File: config.mk
export PLATFORM = sky130hd
export DESIGN_NAME = ser_audio_rx
export DESIGN_NICKNAME = d
export VERILOG_FILES = /design/src/rtl/ser_audio_rx_pkg.sv /design/src/rtl/ser_audio_sync.sv /design/src/rtl/ser_audio_edge.sv /design/src/rtl/ser_audio_shift.sv /design/src/rtl/ser_audio_rx.sv
export SDC_FILE = /design/constraint.sdc
export NUM_CORES = 1
export LEC_CHECK = 0
export BUFFER_PORTS_ARGS = -buffer_cell sky130_fd_sc_hd__buf_2
export CAP_MARGIN = 10
export CELL_PAD_IN_SITES_DETAIL_PLACEMENT = 1
export CELL_PAD_IN_SITES_GLOBAL_PLACEMENT = 1
export CORE_MARGIN = 5
export CORE_UTILIZATION = 53
export CTS_BUF_LIST = sky130_fd_sc_hd__clkbuf_8
export CTS_CLUSTER_SIZE = 8
export DETAILED_ROUTE_END_ITERATION = 7
export PLACE_DENSITY = 0.9
export SLEW_MARGIN = 0
export SYNTH_ARGS = -nofsm -noshare
export SYNTH_HDL_FRONTEND = slang
export SYNTH_SLANG_ARGS = --single-unit
File: constraint.sdc
create_clock -name clk -period 12.85 [get_ports clk]
set_input_delay 0.6425 -clock clk [delete_from_list [all_inputs] [get_ports clk]]
set_output_delay 0.6425 -clock clk [all_outputs]
set_load 0.005 [all_outputs]
File: src/rtl/ser_audio_rx_pkg.sv
package ser_audio_rx_pkg;

  localparam int unsigned SAMPLE_W = 32;
  localparam int unsigned IDX_W    = $clog2(SAMPLE_W);
  localparam int unsigned CNT_W    = IDX_W + 1;

  typedef enum logic [1:0] {
    FMT_LJ   = 2'd0,
    FMT_RJ   = 2'd1,
    FMT_I2S  = 2'd2,
    FMT_ALT  = 2'd3
  } fmt_e;

  function automatic logic [CNT_W-1:0] wlen_bits(input logic [1:0] code);
    case (code)
      2'd0:    return CNT_W'(16);
      2'd1:    return CNT_W'(20);
      2'd2:    return CNT_W'(24);
      default: return CNT_W'(32);
    endcase
  endfunction

endpackage

File: src/rtl/ser_audio_sync.sv
module ser_audio_sync #(
  parameter int unsigned WIDTH  = 3,
  parameter int unsigned STAGES = 2
) (
  input  logic             clk,
  input  logic             rst_n,
  input  logic [WIDTH-1:0] d_i,
  output logic [WIDTH-1:0] q_o
);
  localparam int unsigned DEPTH = (STAGES < 2) ? 2 : STAGES;

  logic [DEPTH-1:0][WIDTH-1:0] chain_q;

  always_ff @(posedge clk or negedge rst_n) begin
    if (!rst_n) chain_q <= '0;
    else        chain_q <= {chain_q[DEPTH-2:0], d_i};
  end

  assign q_o = chain_q[DEPTH-1];
endmodule

File: src/rtl/ser_audio_edge.sv
module ser_audio_edge (
  input  logic clk,
  input  logic rst_n,
  input  logic level_i,
  output logic rise_o
);
  logic prev_q;

  always_ff @(posedge clk or negedge rst_n) begin
    if (!rst_n) prev_q <= 1'b0;
    else        prev_q <= level_i;
  end

  assign rise_o = level_i & ~prev_q;
endmodule

File: src/rtl/ser_audio_shift.sv
module ser_audio_shift
  import ser_audio_rx_pkg::*;
(
  input  logic                clk,
  input  logic                rst_n,
  input  logic                tick_i,
  input  logic                lr_i,
  input  logic                bit_i,
  input  fmt_e                fmt_i,
  input  logic [1:0]          wlen_i,
  output logic                done_o,
  output logic                done_right_o,
  output logic                short_o,
  output logic [SAMPLE_W-1:0] word_o
);
  localparam logic [CNT_W-1:0] CNT_MAX = '1;
  localparam logic [1:0]       WARM    = 2'd2;

  logic [SAMPLE_W-1:0] sh_q, sh_d, base;
  logic [CNT_W-1:0]    cnt_q, cnt_d, idx, nbits;
  logic [IDX_W-1:0]    msb_idx;
  logic [1:0]          warm_q, warm_d;
  logic                lr_d1_q, lr_d1_d, lr_prev_q, lr_prev_d, lr_eff;
  logic                primed_q, primed_d, ready, bnd, shen;

  // I2S: the frame clock delayed by one bit clock marks the word boundary
  always_comb begin
    nbits  = wlen_bits(wlen_i);
    lr_eff = (fmt_i == FMT_I2S) ? lr_d1_q : lr_i;
    ready  = (warm_q == WARM);
    bnd    = tick_i && ready && (lr_eff != lr_prev_q);
    idx    = bnd ? '0 : cnt_q;
    shen   = (fmt_i == FMT_RJ) || (idx < nbits);
    base   = bnd ? '0 : sh_q;

    sh_d      = sh_q;
    cnt_d     = cnt_q;
    lr_d1_d   = lr_d1_q;
    lr_prev_d = lr_prev_q;
    warm_d    = warm_q;
    primed_d  = primed_q | bnd;
    if (tick_i) begin
      sh_d      = shen ? {base[SAMPLE_W-2:0], bit_i} : base;
      cnt_d     = bnd ? CNT_W'(1) : ((cnt_q == CNT_MAX) ? cnt_q : cnt_q + CNT_W'(1));
      lr_d1_d   = lr_i;
      lr_prev_d = lr_eff;
      if (!ready) warm_d = warm_q + 2'd1;
    end
  end

  always_ff @(posedge clk or negedge rst_n) begin
    if (!rst_n) begin
      sh_q      <= '0;
      cnt_q     <= '0;
      lr_d1_q   <= 1'b0;
      lr_prev_q <= 1'b0;
      warm_q    <= '0;
      primed_q  <= 1'b0;
    end else begin
      sh_q      <= sh_d;
      cnt_q     <= cnt_d;
      lr_d1_q   <= lr_d1_d;
      lr_prev_q <= lr_prev_d;
      warm_q    <= warm_d;
      primed_q  <= primed_d;
    end
  end

  assign done_o       = bnd && primed_q;
  assign done_right_o = lr_prev_q;
  assign short_o      = (cnt_q < nbits);
  assign msb_idx      = IDX_W'(nbits - CNT_W'(1));

  always_comb begin
    for (int i = 0; i < SAMPLE_W; i++)
      word_o[i] = (i < int'(nbits)) ? sh_q[i] : sh_q[msb_idx];
  end
endmodule

File: src/rtl/ser_audio_rx.sv
module ser_audio_rx
  import ser_audio_rx_pkg::*;
#(
  parameter int unsigned SYNC_STAGES = 2
) (
  input  logic        clk,
  input  logic        rst_n,
  input  logic        bit_clk_i,
  input  logic        frame_clk_i,
  input  logic        data_i,
  input  logic [1:0]  fmt_i,
  input  logic [1:0]  wlen_i,
  output logic [31:0] left_o,
  output logic [31:0] right_o,
  output logic        valid_o,
  output logic        err_o
);
  logic [1:0]          rst_sync_q;
  logic                core_rst_n;
  logic [2:0]          pins_s;
  logic                tick, done, done_right, short_half;
  logic [SAMPLE_W-1:0] word;

  logic [SAMPLE_W-1:0] left_hold_q, left_hold_d, left_q, left_d, right_q, right_d;
  logic                lshort_q, lshort_d, have_left_q, have_left_d;
  logic                valid_q, valid_d, err_q, err_d;

  always_ff @(posedge clk or negedge rst_n) begin
    if (!rst_n) rst_sync_q <= '0;
    else        rst_sync_q <= {rst_sync_q[0], 1'b1};
  end
  assign core_rst_n = rst_sync_q[1];

  ser_audio_sync #(.WIDTH(3), .STAGES(SYNC_STAGES)) u_sync (
    .clk   (clk),
    .rst_n (core_rst_n),
    .d_i   ({frame_clk_i, data_i, bit_clk_i}),
    .q_o   (pins_s)
  );

  ser_audio_edge u_edge (
    .clk     (clk),
    .rst_n   (core_rst_n),
    .level_i (pins_s[0]),
    .rise_o  (tick)
  );

  ser_audio_shift u_shift (
    .clk          (clk),
    .rst_n        (core_rst_n),
    .tick_i       (tick),
    .lr_i         (pins_s[2]),
    .bit_i        (pins_s[1]),
    .fmt_i        (fmt_e'(fmt_i)),
    .wlen_i       (wlen_i),
    .done_o       (done),
    .done_right_o (done_right),
    .short_o      (short_half),
    .word_o       (word)
  );

  always_comb begin
    left_hold_d = left_hold_q;
    lshort_d    = lshort_q;
    have_left_d = have_left_q;
    left_d      = left_q;
    right_d     = right_q;
    valid_d     = 1'b0;
    err_d       = 1'b0;
    if (done) begin
      if (!done_right) begin
        left_hold_d = word;
        lshort_d    = short_half;
        have_left_d = 1'b1;
      end else begin
        if (have_left_q) begin
          left_d  = left_hold_q;
          right_d = word;
          valid_d = 1'b1;
          err_d   = lshort_q | short_half;
        end
        have_left_d = 1'b0;
      end
    end
  end

  always_ff @(posedge clk or negedge core_rst_n) begin
    if (!core_rst_n) begin
      left_hold_q <= '0;
      lshort_q    <= 1'b0;
      have_left_q <= 1'b0;
      left_q      <= '0;
      right_q     <= '0;
      valid_q     <= 1'b0;
      err_q       <= 1'b0;
    end else begin
      left_hold_q <= left_hold_d;
      lshort_q    <= lshort_d;
      have_left_q <= have_left_d;
      left_q      <= left_d;
      right_q     <= right_d;
      valid_q     <= valid_d;
      err_q       <= err_d;
    end
  end

  assign left_o  = left_q;
  assign right_o = right_q;
  assign valid_o = valid_q;
  assign err_o   = err_q;
endmodule

==> summary.md <==
| Metric | Value |
|---|---|
| Outcome | `completed` |
| WP data required | `13.22 ns` |
| Setup TNS | `0 ns` |
| Worst-path fanout max | `between 40 and 50` |
| Die footprint | `between 10,000 and 15,000 sq um` |
| Final worst setup slack | `roughly 9 ns` |
| HPWL after DPL | `a little under 10,000 microns` |
| Yosys top cell by area | `dfrtp_1` |
| Via density | `~5.9` |
| Ports | `75` |
| Fin crit share | `0.3067` |
| CP startpoint kind | `flip-flop` |
| Final Hold Vio Count | `0` |
| Critical path arrival | `between 4 and 5 ns` |
| Remaining DRCs | `0` |
| Cells after synthesis | `between 500 and 600` |
| Unrepaired setup endpoints after global routing | `no` |
| Pre-CTS setup slack | `~8.6 ns` |
| Final min period | `about 4 ns` |
| Vias | `between 4,000 and 5,000` |
| Distinct cells, synth | `50` |
| Most common cell after layout, fill and taps aside | `dfrtp_1` |
| CTS tree | `yes` |
| Pint | `~0.79 mW` |
| Initial antenna violation count | `0` |
| Part of the Yosys area used for sequential elements | `0.5869` |
| Clock-pin slew on the worst setup and hold paths | `0.07 ns` |
| Total track usage | `0.2192` |
| Number of routed nets with antenna violations | `0` |
| Sw Ratio | `0.2953` |
| WS Path Type | `flip-flop to flip-flop` |
| Design Area, Final | `around 7300 sq um` |
| Critical path endpoint category | `flip-flop` |
| Core Region | `12,010 sq um` |
| Pleak | `between 3 and 4 nW` |
| Final WL | `between 15,000 and 20,000 microns` |
| Most frequent cells in the layout | `151 x dfrtp_1, 74 x buf_2, 64 x mux2_2` |
| H-tree levels | `4` |
| Post-synth EDFFs | `0` |
| PortBufs | `74` |
| Total chip power | `between 1 and 1.5 mW` |
| WL/cell | `around 20 microns` |
| Top post-synthesis cells by area | `dfrtp_1 59%, mux2_2 11%, nand3_1 4.8%, o21ai_0 3.3%, a21oi_1 3.1%` |
| Vias in the first global route | `roughly 4,800` |
| WHS Endpoint | `u_sync.chain_q[0]` |
| Drt first-iter violations | `approximately 280` |
| First-pass GRT wire length | `approximately 25,000 microns` |
| RD Place Congestion | `0.7969` |
| CTS buffer count | `17` |
| Syn nets | `about 550` |
| Clk sinks | `152` |
| Max cap viols | `0` |
| Largest net degree at the start of global routing | `89` |
| Clock latency on the worst-skew pair | `between 0.4 and 0.5 ns` |
| Psw | `0.3308 mW` |
| WHS Path Cells | `1` |
| Die width | `around 120 microns` |
| Die H | `120.6 microns` |
| Root buffer cell | `clkbuf_8` |
| Warnings from Yosys | `0` |
| RR Startpoint | `u_shift.warm_q[0]` |
| Yosys reg bits | `between 150 and 200` |
| Critical R2R Capture | `u_shift.sh_q[15]` |
| Comb pwr share | `0.154` |
| Clock share of power | `0.328` |
| Relative slew slack | `0.2740` |
| Synth top area share | `0.5869` |
| # rows | `40` |
| Worst Tran Pin Value | `around 1.1 ns` |
| Async SR Flop Fraction | `1.000` |
| Reg2reg path depth | `10` |
| Ant diodes | `0` |
| Hold Crit Start | `bit_clk_i` |
| Layout cell share with drive strength beyond 1 | `0.3025` |
| Nets@finish | `614` |
| Placed insts | `between 700 and 800` |
| Worst reg2reg setup slack | `approximately 8.9 ns` |
| Overflow left after global routing | `0` |
| Max rail drop VDD | `0.00008824 V` |
| Router iterations before antenna repair | `4` |
| Slew Limit Fails | `0` |
| Placed cell area | `between 6000 and 7000 sq um` |
| Avg Cell Area, Syn | `approximately 12 sq um` |
| Setup violators final | `0` |
| Area growth, synth to finish | `13.19%` |
| Clock skew | `between 0.01 and 0.015 ns` |
| Worst Hold Class | `input port to flip-flop` |
| Initial core utilization | `0.5396` |
| Post-CTS Setup Bufs | `0` |
| Final Instance Count excl. Fillers | `752` |
| Sequential share of power | `0.518` |
| Netlist Area Pre-Place | `6481 sq um` |
| Bufs on Longest Clock Path | `2` |
| Ys flop type | `dfrtp_1` |
| Power Density | `152.7 nW/um^2` |
| Fmax | `roughly 0.25 GHz` |
[sequential cells by signal, summed over array words and instances (netlist names)]
signal / cells
right_o: 32
u_sync.chain_q: 3
left_o: 32
rst_sync_q: 2
err_o: 1
have_left_q: 1
u_edge.prev_q: 1
u_shift.lr_d1_q: 1
lshort_q: 1
u_shift.primed_q: 1
u_shift.sh_q: 32
left_hold_q: 32
u_shift.cnt_q: 6
u_shift.done_right_o: 1
valid_o: 1
u_sync.q_o: 3
u_shift.warm_q: 2
[cell type report]
type	count	area, sq um
Clock inverter	13	141.4
Inverter	7	26.28
Tap cell	147	183.9
Multi-Input combinational cell	334	2490
Clock buffer	19	261.5
Sequential cell	152	3807
Fill cell	1255	4676
Timing Repair Buffer	80	425.4
[worst max path at each step]
stage | start | end | slack [ns] | cells past startpoint
after detailed placement | fmt_i[0] | u_shift.sh_q[0] | 8.62 | 10
after floorplan | rst_sync_q[1] | err_o | 8.30 | 0
after CTS | u_shift.warm_q[0] | u_shift.sh_q[6] | 8.81 | 10
after global placement | fmt_i[0] | u_shift.sh_q[0] | 8.86 | 10
final | u_shift.warm_q[0] | u_shift.sh_q[15] | 8.91 | 10
after global routing | u_shift.warm_q[0] | u_shift.sh_q[15] | 8.58 | 10
[per-layer routing]
metal  vias to the layer above  wire length (microns)  GRT usage
li1                       2037                      -          -
met1                      2308                   6330     0.2746
met2                       104                   7895     0.3734
met3                        23                    697    0.04677
met4                         0                    240    0.08499
met5                         -                      0          0
[synth_stat cells, types with 2 or more instances]
cell type	n
nor3_2	2
mux2i_1	5
a211o_1	2
clkbuf_1	19
o21ai_0	43
dfrtp_1	152
inv_1	7
nand2_1	14
a211oi_1	2
nor2_1	5
buf_4	2
a221o_1	11
nand3b_1	5
nand3_1	62
a21oi_1	40
a31oi_1	2
mux4_1	2
and3_1	3
nand4_1	2
nor3_1	4
buf_2	3
nor2b_1	9
nand2b_1	18
buf_6	7
mux2_2	64
or2_2	2
a21o_1	2
ha_1	13
[what timing repair did]
action,4_1_cts,5_1_grt
setup endpoints to repair,0,0
hold endpoints to repair,2,0
resized for setup,0,0
hold buffers,1,0
[cells by family (layout without fill, tap and decap cells)]
family,count (synthesis),in the layout,share of synthesized area
buffers and inverters,38,119,0.03185
XOR/XNOR,2,2,0.002703
other,1,1,0.0005786
AND/OR/NAND/NOR,136,136,0.1195
flip-flops,152,152,0.5869
AO/OA/AOI/OAI,110,110,0.1041
adder cells (fa/ha/maj),13,13,0.02510
multiplexers,72,72,0.1293
[critical path, stage by stage, from the launching register on]
cell and delay (ns):
dfrtp_1 0.36, inv_1 0.09, ha_1 0.25, nand3b_1 0.25, a21oi_4 0.89, nor2_1 0.12, ha_1 0.34, and2_1 0.17
a41o_1 0.85, o21ai_0 0.31, a21oi_1 0.22
[stage by stage]
step           hold WS [ns]  utilization
3_3_place_gp         0.3322       0.5751
6_report             0.2888       0.6107
3_5_place_dp         0.3362       0.5751
5_1_grt              0.2666       0.6107
2_1_floorplan        0.3312            -
4_1_cts              0.2688       0.6095
[power by group through the flow]
stage | logic [mW] | clock network [mW] | registers [mW]
after CTS | 0.169 | 0.374 | 0.581
final | 0.172 | 0.367 | 0.581
after global routing | 0.193 | 0.397 | 0.588
after global placement | 0.150 | 0 | 0.582
after floorplan | 0.122 | 0 | 0.571
after detailed placement | 0.166 | 0 | 0.588
(Power assumes the default switching activity.)
